File: src/rtl/page_home_pkg.sv
package page_home_pkg;

  typedef enum logic [2:0] {
    MODE_RR    = 3'd0,
    MODE_FULL  = 3'd1,
    MODE_BLOCK = 3'd2,
    MODE_SKEW  = 3'd3,
    MODE_PRIME = 3'd4,
    MODE_FIRST = 3'd5
  } allocMode_e;

  typedef enum logic [1:0] {NUM_PAGE, NUM_SKEW, NUM_PRIME} numSel_e;
  typedef enum logic [1:0] {DEN_NODES, DEN_BLOCK, DEN_PRIME} denSel_e;
  typedef enum logic [2:0] {RES_REM, RES_QUO, RES_FULL, RES_TABLE, RES_REQ} resSel_e;

  typedef struct packed {
    logic    capture;
    logic    divStart;
    numSel_e numSel;
    denSel_e denSel;
    logic    resLoad;
    resSel_e resSel;
    logic    ftWrite;
    logic    outFire;
  } ctrlStrobe_t;

  typedef struct packed {
    allocMode_e mode;
    logic       divDone;
    logic       primeLow;
    logic       ftInRange;
    logic       ftHit;
  } ctrlStatus_t;

  function automatic bit isPrime(int v);
    if (v < 2) return 1'b0;
    for (int d = 2; d * d <= v; d++) begin
      if (v % d == 0) return 1'b0;
    end
    return 1'b1;
  endfunction

  function automatic int nextPrime(int n);
    int cand;
    cand = (n < 2) ? 2 : n;
    for (int k = 0; k < 256; k++) begin
      if (isPrime(cand)) return cand;
      cand++;
    end
    return cand;
  endfunction

endpackage

File: src/rtl/page_home_ctrl.sv
module page_home_ctrl
  import page_home_pkg::*;
(
  input  logic        clk,
  input  logic        rstN,
  input  logic        reqValid,
  input  ctrlStatus_t status,
  output ctrlStrobe_t strobe,
  output logic        reqReady
);

  typedef enum logic [2:0] {ST_IDLE, ST_DECIDE, ST_DIV1, ST_DIV2, ST_EMIT} ctrlState_e;

  ctrlState_e stateQ, nextState;

  always_ff @(posedge clk or negedge rstN) begin
    if (!rstN) stateQ <= ST_IDLE;
    else       stateQ <= nextState;
  end

  assign reqReady = (stateQ == ST_IDLE);

  always_comb begin
    strobe    = '0;
    nextState = stateQ;
    case (stateQ)
      ST_IDLE: begin
        if (reqValid) begin
          strobe.capture = 1'b1;
          nextState      = ST_DECIDE;
        end
      end
      ST_DECIDE: begin
        strobe.divStart = 1'b1;
        strobe.numSel   = NUM_PAGE;
        strobe.denSel   = DEN_NODES;
        nextState       = ST_DIV1;
        case (status.mode)
          MODE_FULL: begin
            strobe.divStart = 1'b0;
            strobe.resLoad  = 1'b1;
            strobe.resSel   = RES_FULL;
            nextState       = ST_EMIT;
          end
          MODE_BLOCK: strobe.denSel = DEN_BLOCK;
          MODE_PRIME: strobe.denSel = DEN_PRIME;
          MODE_FIRST: begin
            if (status.ftInRange) begin
              strobe.divStart = 1'b0;
              strobe.resLoad  = 1'b1;
              nextState       = ST_EMIT;
              if (status.ftHit) begin
                strobe.resSel = RES_TABLE;
              end else begin
                strobe.resSel  = RES_REQ;
                strobe.ftWrite = 1'b1;
              end
            end
          end
          default: ;
        endcase
      end
      ST_DIV1: begin
        if (status.divDone) begin
          strobe.resLoad = 1'b1;
          strobe.resSel  = RES_REM;
          nextState      = ST_EMIT;
          case (status.mode)
            MODE_BLOCK: strobe.resSel = RES_QUO;
            MODE_SKEW: begin
              strobe.resLoad  = 1'b0;
              strobe.divStart = 1'b1;
              strobe.numSel   = NUM_SKEW;
              strobe.denSel   = DEN_NODES;
              nextState       = ST_DIV2;
            end
            MODE_PRIME: begin
              if (!status.primeLow) begin
                strobe.resLoad  = 1'b0;
                strobe.divStart = 1'b1;
                strobe.numSel   = NUM_PRIME;
                strobe.denSel   = DEN_NODES;
                nextState       = ST_DIV2;
              end
            end
            default: ;
          endcase
        end
      end
      ST_DIV2: begin
        if (status.divDone) begin
          strobe.resLoad = 1'b1;
          strobe.resSel  = RES_REM;
          nextState      = ST_EMIT;
        end
      end
      ST_EMIT: begin
        strobe.outFire = 1'b1;
        nextState      = ST_IDLE;
      end
      default: nextState = ST_IDLE;
    endcase
  end

endmodule

File: src/rtl/page_home_dp.sv
module page_home_dp
  import page_home_pkg::*;
#(
  parameter int NODES    = 6,
  parameter int PRIME    = 7,
  parameter int PAGE_W   = 10,
  parameter int FT_PAGES = 64,
  localparam int NODE_W  = $clog2(NODES)
) (
  input  logic              clk,
  input  logic              rstN,
  input  logic [PAGE_W-1:0] reqPage,
  input  logic [NODE_W-1:0] reqNode,
  input  logic [2:0]        mode,
  input  logic [NODE_W-1:0] fullNode,
  input  logic              ftClear,
  input  ctrlStrobe_t       strobe,
  output ctrlStatus_t       status,
  output logic [NODE_W-1:0] homeNode,
  output logic              isRemote
);

  localparam int DW       = PAGE_W + 1;
  localparam int CNT_W    = $clog2(DW + 1);
  localparam int PAGES    = 1 << PAGE_W;
  localparam int BLK      = (PAGES + NODES - 1) / NODES;
  localparam int FT_W     = $clog2(FT_PAGES);
  localparam logic [PAGE_W:0] FT_LIMIT = (PAGE_W + 1)'(FT_PAGES);

  // captured request
  logic [PAGE_W-1:0] pageQ;
  logic [NODE_W-1:0] nodeQ;
  logic [NODE_W-1:0] fullQ;
  allocMode_e        modeQ;

  always_ff @(posedge clk or negedge rstN) begin
    if (!rstN) begin
      pageQ <= '0;
      nodeQ <= '0;
      fullQ <= '0;
      modeQ <= MODE_RR;
    end else if (strobe.capture) begin
      pageQ <= reqPage;
      nodeQ <= reqNode;
      fullQ <= fullNode;
      modeQ <= (mode > 3'd5) ? MODE_RR : allocMode_e'(mode);
    end
  end

  // bit-serial restoring divider
  logic [DW-1:0]    accQ, quoQ, denQ;
  logic [CNT_W-1:0] cntQ;
  logic             runQ, doneQ;
  logic [DW-1:0]    numMux, denMux;
  logic [DW:0]      trial;
  logic             fits;

  always_comb begin
    case (strobe.numSel)
      NUM_SKEW:  numMux = DW'(pageQ) + quoQ + DW'(1);
      NUM_PRIME: numMux = quoQ * DW'(PRIME - NODES) + accQ - DW'(NODES);
      default:   numMux = DW'(pageQ);
    endcase
    case (strobe.denSel)
      DEN_BLOCK: denMux = DW'(BLK);
      DEN_PRIME: denMux = DW'(PRIME);
      default:   denMux = DW'(NODES);
    endcase
  end

  assign trial = {accQ, quoQ[DW-1]};
  assign fits  = (trial >= {1'b0, denQ});

  always_ff @(posedge clk or negedge rstN) begin
    if (!rstN) begin
      accQ  <= '0;
      quoQ  <= '0;
      denQ  <= '0;
      cntQ  <= '0;
      runQ  <= 1'b0;
      doneQ <= 1'b0;
    end else if (strobe.divStart) begin
      accQ  <= '0;
      quoQ  <= numMux;
      denQ  <= denMux;
      cntQ  <= CNT_W'(DW);
      runQ  <= 1'b1;
      doneQ <= 1'b0;
    end else if (runQ) begin
      accQ <= fits ? (trial[DW-1:0] - denQ) : trial[DW-1:0];
      quoQ <= {quoQ[DW-2:0], fits};
      cntQ <= cntQ - CNT_W'(1);
      if (cntQ == CNT_W'(1)) begin
        runQ  <= 1'b0;
        doneQ <= 1'b1;
      end
    end else begin
      doneQ <= 1'b0;
    end
  end

  // first-touch ownership table
  logic [FT_W-1:0]   ftIdx;
  logic              ftValidQ [FT_PAGES];
  logic [NODE_W-1:0] ftNodeQ  [FT_PAGES];

  assign ftIdx = pageQ[FT_W-1:0];

  for (genvar e = 0; e < FT_PAGES; e++) begin : g_ftEntry
    logic hitWrite;
    assign hitWrite = strobe.ftWrite && (ftIdx == FT_W'(e));

    always_ff @(posedge clk or negedge rstN) begin
      if (!rstN)         ftValidQ[e] <= 1'b0;
      else if (ftClear)  ftValidQ[e] <= 1'b0;
      else if (hitWrite) ftValidQ[e] <= 1'b1;
    end

    always_ff @(posedge clk) begin
      if (hitWrite) ftNodeQ[e] <= nodeQ;
    end
  end

  assign status.mode      = modeQ;
  assign status.divDone   = doneQ;
  assign status.primeLow  = (accQ < DW'(NODES));
  assign status.ftInRange = ({1'b0, pageQ} < FT_LIMIT);
  assign status.ftHit     = ftValidQ[ftIdx];

  // result register
  logic [NODE_W-1:0] resMux;
  logic [NODE_W-1:0] homeQ;
  logic              remoteQ;

  always_comb begin
    case (strobe.resSel)
      RES_QUO:   resMux = quoQ[NODE_W-1:0];
      RES_FULL:  resMux = fullQ;
      RES_TABLE: resMux = ftNodeQ[ftIdx];
      RES_REQ:   resMux = nodeQ;
      default:   resMux = accQ[NODE_W-1:0];
    endcase
  end

  always_ff @(posedge clk or negedge rstN) begin
    if (!rstN) begin
      homeQ   <= '0;
      remoteQ <= 1'b0;
    end else if (strobe.resLoad) begin
      homeQ   <= resMux;
      remoteQ <= (resMux != nodeQ);
    end
  end

  assign homeNode = homeQ;
  assign isRemote = remoteQ;

endmodule

File: src/rtl/page_home_alloc.sv
module page_home_alloc
  import page_home_pkg::*;
#(
  parameter int NODES    = 6,
  parameter int PAGE_W   = 10,
  parameter int FT_PAGES = 64,
  localparam int NODE_W  = $clog2(NODES)
) (
  input  logic              clk,
  input  logic              rstN,
  input  logic              reqValid,
  output logic              reqReady,
  input  logic [PAGE_W-1:0] reqPage,
  input  logic [NODE_W-1:0] reqNode,
  input  logic [2:0]        mode,
  input  logic [NODE_W-1:0] fullNode,
  input  logic              ftClear,
  output logic              outValid,
  output logic [NODE_W-1:0] homeNode,
  output logic              isRemote
);

  localparam int PRIME = nextPrime(NODES);

  ctrlStrobe_t strobe;
  ctrlStatus_t status;

  page_home_ctrl i_ctrl (
    .clk      (clk),
    .rstN     (rstN),
    .reqValid (reqValid),
    .status   (status),
    .strobe   (strobe),
    .reqReady (reqReady)
  );

  page_home_dp #(
    .NODES    (NODES),
    .PRIME    (PRIME),
    .PAGE_W   (PAGE_W),
    .FT_PAGES (FT_PAGES)
  ) i_dp (
    .clk      (clk),
    .rstN     (rstN),
    .reqPage  (reqPage),
    .reqNode  (reqNode),
    .mode     (mode),
    .fullNode (fullNode),
    .ftClear  (ftClear),
    .strobe   (strobe),
    .status   (status),
    .homeNode (homeNode),
    .isRemote (isRemote)
  );

  assign outValid = strobe.outFire;

endmodule

File: config.mk
export PLATFORM = sky130hd
export DESIGN_NAME = page_home_alloc
export DESIGN_NICKNAME = d
export VERILOG_FILES = /design/src/rtl/page_home_pkg.sv /design/src/rtl/page_home_ctrl.sv /design/src/rtl/page_home_dp.sv /design/src/rtl/page_home_alloc.sv
export SDC_FILE = /design/constraint.sdc
export NUM_CORES = 1
export LEC_CHECK = 0
export CORE_MARGIN = 2
export CORE_UTILIZATION = 50
export CTS_BUF_LIST = sky130_fd_sc_hd__clkbuf_8
export DETAILED_ROUTE_END_ITERATION = 8
export GPL_TIMING_DRIVEN = 0
export PLACE_DENSITY = 0.67
export SYNTH_ARGS = -nofsm -noshare
export SYNTH_HDL_FRONTEND = slang
export SYNTH_SLANG_ARGS = --single-unit
File: constraint.sdc
create_clock -name clk -period 3.7 [get_ports clk]
set_input_delay 0.555 -clock clk [delete_from_list [all_inputs] [get_ports clk]]
set_output_delay 0.555 -clock clk [all_outputs]
set_load 0.05 [all_outputs]
# ---- Word level (Yosys, flattened, before mapping)
# Memory sizes are Yosys's and may differ from the RTL's.
# Cells that the tools add are included.
dict set report word_totals {
  register_bits 129
  ramBits 192
  out_inout_bits 6
  wordCells 863
  memories 1
}
# memory words width rd rd_ports_with_merged_regs write_ports line_no
set memory_table {}
lappend memory_table {i_dp.ftNodeQ 64 3 1 0 1 page_home_dp.sv:105} ;# logic [NODE_W-1:0] ftNodeQ [FT_PAGES];
dict set report classes {
  add_sub_neg 6
  magnitude_cmp 5
  n_eq_ne 86
  n_mux 492
  n_bitwise 1
  reduce_logical 195
}
# operator count
set ops {}
lappend ops {{$mux W6} 64}
lappend ops {{$mux W1} 335}
lappend ops {{$mux W3} 70}
lappend ops {{$eq A6 B6 Y1 const B} 32}
lappend ops {{$reduce_or A3 Y1} 63}
lappend ops {{$reduce_bool A2 Y1} 65}
lappend ops {{$eq A6 B5 Y1 const B} 16}
lappend ops {{$logic_and A1 B1 Y1} 64}
lappend ops {{$mux W11} 5}
lappend ops {{$eq A6 B4 Y1 const B} 8}
lappend ops {{$eq A6 B3 Y1 const B} 4}
lappend ops {{$pmux W3 S4} 2}
lappend ops {{$pmux W11 S2} 1}
lappend ops {{$eq A3 B2 Y1 const B} 6}
lappend ops {{$pmux W8 S2} 1}
lappend ops {{$eq A3 B3 Y1 const B} 4}
lappend ops {{$eq A6 B2 Y1 const B} 2}
lappend ops {{$ge A12 B11 Y1} 1}
lappend ops {{$mux W4} 3}
lappend ops {{$pmux W3 S2} 2}
lappend ops {{$pmux W4 S3} 1}
lappend ops {{$pmux W6 S2} 1}
lappend ops {{$add A10 B11 Y11} 1}
lappend ops {{$add A11 B1 Y11 const B} 1}
lappend ops {{28 further kinds} 33}

# ---- Longest topological paths before layout
dict set report depth {
  ltp_word 75
  ltp_mapped 15
}

# ---- Cells and area by module
# A second synthesis with hierarchy kept.
dict set report unflattened {
  hier_cells 1122
  hier_area_um2 14647.8
}
# mod n_inst cells_each area_each_um2 seq_area_each_um2
set by_module_without_submodules {}
lappend by_module_without_submodules {page_home_dp 1 1082 14335.0 8743.4}
lappend by_module_without_submodules {page_home_ctrl 1 40 312.8 75.1}

# ---- Worst setup path before layout
# No wires, ideal clock.
dict set report synth_path {
  path_type {register to register}
  startpoint {reg i_dp.pageQ[0]}
  endpoint {reg i_dp.quoQ[6]}
  setup_ns 0.120
  arrival_time_ns 3.024
  required_ns 3.580
  path_slack_ns 0.556
  stages_incl_launch_ff 16
  path_buffers 4
  cell_sequence {dfrtp_1 > buf_6 > buf_8 > buf_8 > buf_2 > inv_1 > ha_1 > fa_1 > nor2b_1 > o21ai_0 > a21boi_0 > o21ai_0 > nor2b_1 > xnor2_1 > a221o_1 > a31o_2}
}
dict set report synth_between {
  elab_chain_len 5
  word_cells_on_any_way 9
  classes_between {add/sub: 2; order compare: 1; mux: 5; reduce/logical: 1}
}
# element line_no
set synth_rtl {}
lappend synth_rtl {{start: declaration} page_home_dp.sv:31} ;# logic [PAGE_W-1:0] pageQ;
lappend synth_rtl {{start signal: assignment} page_home_dp.sv:43} ;# pageQ <= reqPage;
lappend synth_rtl {{parallel branches: the longest is 5 deep, another holds $add A10 B11 Y11} n/a}
lappend synth_rtl {{end signal: assignment} page_home_dp.sv:84} ;# quoQ <= numMux;
lappend synth_rtl {{end signal: assignment} page_home_dp.sv:91} ;# quoQ <= {quoQ[DW-2:0], fits};
lappend synth_rtl {{end: declaration} page_home_dp.sv:51} ;# logic [DW-1:0] accQ, quoQ, denQ;
# Several ways; the timed one is not identified.
# A chain may end at the register's enable or synchronous reset.

# ---- Final worst setup path
dict set report layout_path {
  startpoint {reg i_dp.pageQ[1]}
  endpoint {reg i_dp.remoteQ, in the netlist i_dp.isRemote}
}
dict set report layout_between {
  elab_chain_len 11
  word_cells_on_any_way 16
  classes_between {order compare: 1; eq/ne: 5; mux: 8; bitwise: 1; memory: 1}
}
# element line_no
set layout_rtl {}
lappend layout_rtl {{$not A6 Y7 (not written as such)} page_home_dp.sv:128} ;# assign status.ftHit = ftValidQ[ftIdx];
lappend layout_rtl {{$bmux W1 S6} page_home_dp.sv:128}
lappend layout_rtl {{$mux W1 (not written as such) (2 in series)} page_home_dp.sv:128}
lappend layout_rtl {{$mux W3} page_home_ctrl.sv:52} ;# if (status.ftHit) begin
lappend layout_rtl {{$mux W5} page_home_ctrl.sv:48} ;# if (status.ftInRange) begin
lappend layout_rtl {{$pmux W4 S2} page_home_ctrl.sv:38} ;# case (status.mode)
lappend layout_rtl {{$pmux W4 S3} page_home_ctrl.sv:26} ;# case (stateQ)
lappend layout_rtl {{$eq A3 B3 Y1, or another cell as far along} page_home_dp.sv:136} ;# case (strobe.resSel)
lappend layout_rtl {{$pmux W3 S4} page_home_dp.sv:136}
lappend layout_rtl {{$ne A3 B3 Y1} page_home_dp.sv:151} ;# remoteQ <= (resMux != nodeQ);
lappend layout_rtl {{end signal: assignment} page_home_dp.sv:151}
lappend layout_rtl {{end: declaration} page_home_dp.sv:133} ;# logic remoteQ;
# Several ways; a longest one is shown, not always the timed one. The select of a mux whose other input is x is not followed.

==> summary.txt <==
Run status
  – Status: finished clean

Setup path
  – CP max-delay cell: clkbuf_1
  – Peak fanout along the critical path: 10
  – Crit Path Category: reg -> reg
  – CP endpoint kind: flip-flop
  – Reg2reg start: i_dp.pageQ[1]
  – Reg2reg end: i_dp.isRemote
  – Worst Path Arrival: slightly above 4000 ps
  – Slowest stage delay, CP: ~680 ps
  – Worst EP required: 4200 ps
  – Worst Setup Start Kind: flip-flop
  – CP cell instances: buf_2 > clkbuf_1 > mux4_1 > a22oi_1 > nand2_1 > o21ai_0 > a221oi_1 > a21oi_1 > o211ai_1 > a41oi_1
  – Reg2Reg Depth: 10
  – Flop2flop setup slack: 140 ps

STA
  – RSZ-0062 raised after global routing: true
  – FMAX: roughly 280 MHz
  – Final hold slack: 354 ps
  – Slew HR: a little over two fifths
  – Max-slew violation count: 0
  – Fin crit share: between 90% and 100%
  – Hold Vio Cnt, Final: 0
  – Slew @ Worst Pin: around 860 ps
  – Final Setup Violations: 0
  – Post-route minimum period: around 3600 ps
  – Clock Skew: about 34 ps

Clock tree
  – Reg clk slew, reported paths: around 60 ps
  – CTS tree: done
  – Maximum buffer depth of the clock tree: 3
  – Clk_lat worst skew: about 610 ps
  – Post-CTS setup buffers: 0
  – H-tree levels: 2
  – CTS Sinks: 314
  – Clock buffers created by TritonCTS: 54
  – CTS root buffer: clkbuf_8

Layout
  – Fill count: ~2400
  – Share of cells above drive strength 1: between 10 and 15%
  – Syn-to-layout area delta: 13.2%
  – Nets: 1355

Pwr
  – Worst vdd ir: ~0.37 mV
  – Clk pwr share: 22.8%
  – Net switching power: approximately 5.5 mW
  – Pleak: about 6.7 nW
  – Sequential Power Share: approximately 35%
  – Pwr Density: about 800 mW/mm²
  – Sw Share: about two fifths
  – Total Power: between 10 and 15 mW
  – Cell internal pwr: about 8.6 mW
  – Power share of the combinational group: 42.6%

Yosys
  – Synthesized Nets: 1267
  – EDFF count, synth: roughly 190
  – Yosys warning count: 0
  – Dominant synthesized flop cell: edfxtp_1
  – Cell variety after synth: 64
  – Async S/R FF share, synth: 38.9%
  – Cell count after synthesis: 1200
  – Seq/Total Area, Yosys: approximately 58%
  – Mapped Area: about 0.015 mm²
  – FF+latch count, synth: between 300 and 400
  – Top cells by area, synth: edfxtp_1 38%, dfrtp_1 20%, mux4_2 5.0%
  – Share of the synthesized area in the top cell type: between 30% and 40%
  – Avg Inst Size Synth: around 13 µm²
  – Largest area contributor in the netlist: edfxtp_1

Floorplanning
  – Die area: 0.0319 mm²
  – DIE HEIGHT: between 150 and 200 µm
  – CORE AREA: 0.0298 mm²
  – Die Width: ~180 µm
  – Starting Density: roughly half
  – I/O pin count: 29
  – # rows: 63

Global route
  – Initial antenna violation count: 0
  – Most used routing layer: met2
  – Remaining global-route overflow: 0
  – Vias in the first global route: about 10000
  – Pin count of the biggest net entering global routing: 95
  – Global-route usage over all layers: between 20% and 30%
  – Grt met3 use: 5.35%
  – Global-route wire length before repair: a little under 60 mm
  – Routing usage on met1: approximately a third
  – M2 GR Usage: 39.6%

Worst hold path
  – Min-delay worst type: in -> reg
  – Hold EP: i_dp.ftValidQ[37]
  – Hold Crit Depth: 2
  – HP Start: ftClear

Routing
  – Via/cell ratio: between 5 and 6
  – DRC Markers: 0
  – DRT antenna net count: 0
  – Overall via count from detail_route: 10300
  – Routed WL: approximately 38 mm
  – Initial DRC Count: ~970
  – WL/cell: 22.0 µm
  – DR pass1 iterations: 5

Placement
  – Dpl hpwl: about 26 mm
  – GPL Wtd Cong: 0.849
  – Port bufs: 27

Flow run
  – MaxCap Viol Count: 0
routing by layer:
layer  wire [µm]  up-vias
met2       18000      407
met5           0        -
li1            -     4655
met1       16000     5116
met3        2760       82
met4        1080        0
area by class of cell:
cell class / instances / area (µm²) / area share (%)
antenna: 1 / 2.50 / 0.0145
buffer: 63 / 333 / 1.93
clock buffer: 61 / 840 / 4.87
clock inverter: 37 / 284 / 1.65
inverter: 64 / 240 / 1.39
multi-input combinational: 758 / 5860 / 34.0
sequential: 314 / 8820 / 51.2
tap: 390 / 488 / 2.83
timing repair buffer: 33 / 377 / 2.18
cells in the mapped netlist, types with 15 or more instances:
| cell | number |
|---|---|
| edfxtp_1 | 192 |
| mux2i_1 | 31 |
| a22oi_1 | 24 |
| a21oi_1 | 95 |
| mux4_1 | 26 |
| a211oi_1 | 17 |
| nor3_1 | 18 |
| mux4_2 | 34 |
| ha_1 | 41 |
| dfrtp_1 | 122 |
| o21ai_0 | 31 |
| xnor2_1 | 18 |
| mux2_2 | 17 |
| nand2_1 | 56 |
| nand3_1 | 15 |
| inv_1 | 63 |
| clkbuf_1 | 35 |
| nor2_1 | 189 |
worst max-delay path, delay by kind of cell (launching register included):
family / cells / cell delay [ps]
compound gates: 6 / 1390
buf+inv: 2 / 1000
flops: 1 / 540
mux: 1 / 450
simple gates: 1 / 100
cell usage in the layout, fill, tap and decap left out, drive strengths merged, types with 5 or more instances in the layout:
master / netlist / final
inv: 64 / 87
nand3b: 7 / 7
buf: 29 / 33
xor2: 5 / 5
a22oi: 24 / 24
a221oi: 7 / 7
nor3: 22 / 22
clkdlybuf4s50: 0 / 26
a31o: 5 / 5
o21ai: 32 / 32
mux2i: 31 / 31
dfrtp: 122 / 122
xnor2: 18 / 18
clkinv: 0 / 9
nor4: 6 / 6
nor2b: 12 / 12
mux4: 60 / 60
nor3b: 8 / 8
a21o: 6 / 6
nand3: 15 / 15
a211oi: 18 / 18
nand2: 57 / 57
a221o: 7 / 7
nand4: 7 / 7
mux2: 17 / 17
a21oi: 95 / 95
clkbuf: 35 / 97
nor2: 189 / 189
edfxtp: 192 / 192
nand2b: 14 / 14
ha: 41 / 41
o31a: 5 / 5
logic make-up (layout without fill, tap and decap cells):
family / Yosys count / after routing / synth area share [%]
compound gates: 229 / 229 / 9.68
xor+xnor: 23 / 23 / 1.32
buf+inv: 128 / 258 / 3.79
mux: 108 / 108 / 12.8
flops: 314 / 314 / 57.9
other cells: 0 / 1 / 0
fa+ha+maj: 44 / 44 / 3.76
simple gates: 354 / 354 / 10.8
stage by stage:
step                area, µm²  cells  setup WS, ps  TNS, ps  utilization (%)
global placement        16000   1617         -2890  -349890             53.7
floorplan               15200   1200           556        0                -
detailed placement      16100   1621          -146     -425             54.0
CTS                     17200   1719          38.5        0             57.8
global route            17200   1720         -21.3     -149             57.9
finish                  17200   1721           135        0             57.9
registers in the layout, summed over array words and instances, names as in the netlist, 3 cells and up:
signal and flops:
i_dp.denQ 4, i_dp.cntQ 4, i_dp.homeNode 3, i_dp.ftValidQ 64
i_dp.accQ 11, i_dp.quoQ 11, i_ctrl.stateQ 3, i_dp.nodeQ 3
i_dp.fullQ 3, i_dp.pageQ 10, i_dp.modeQ 3, i_dp.ftNodeQ 192
worst max-delay path by stage:
| stage | slack, ps | depth (start not counted) | start | end |
|---|---|---|---|---|
| finish | 140 | 10 | i_dp.pageQ[1] | i_dp.isRemote |
| global route | -20 | 11 | i_dp.pageQ[0] | i_dp.ftNodeQ[55][1] |
| CTS | 40 | 11 | i_dp.pageQ[0] | i_dp.ftNodeQ[55][0] |
| detailed placement | -150 | 15 | i_dp.pageQ[0] | i_dp.quoQ[8] |
| global placement | -2890 | 1 | rstN | i_dp.ftValidQ[59] |
| floorplan | 560 | 15 | i_dp.pageQ[0] | i_dp.quoQ[6] |
power by group through the flow:
stage / combinational (mW) / sequential, mW / clock [mW]
2_1_floorplan: 4.23 / 4.92 / 0
3_5_place_dp: 5.97 / 4.97 / 0
3_3_place_gp: 5.60 / 5.17 / 0
5_1_grt: 6.64 / 4.96 / 3.46
6_report: 6.04 / 4.90 / 3.23
4_1_cts: 6.00 / 4.90 / 3.29
repair_timing:
item | CTS | global route
hold endpoints to repair | 28 | 0
hold buffers | 1 | 0
setup endpoints to repair | 3 | 78
resized for setup | 0 | 10
pin swaps | 0 | 0
(Power assumes the default switching activity.)
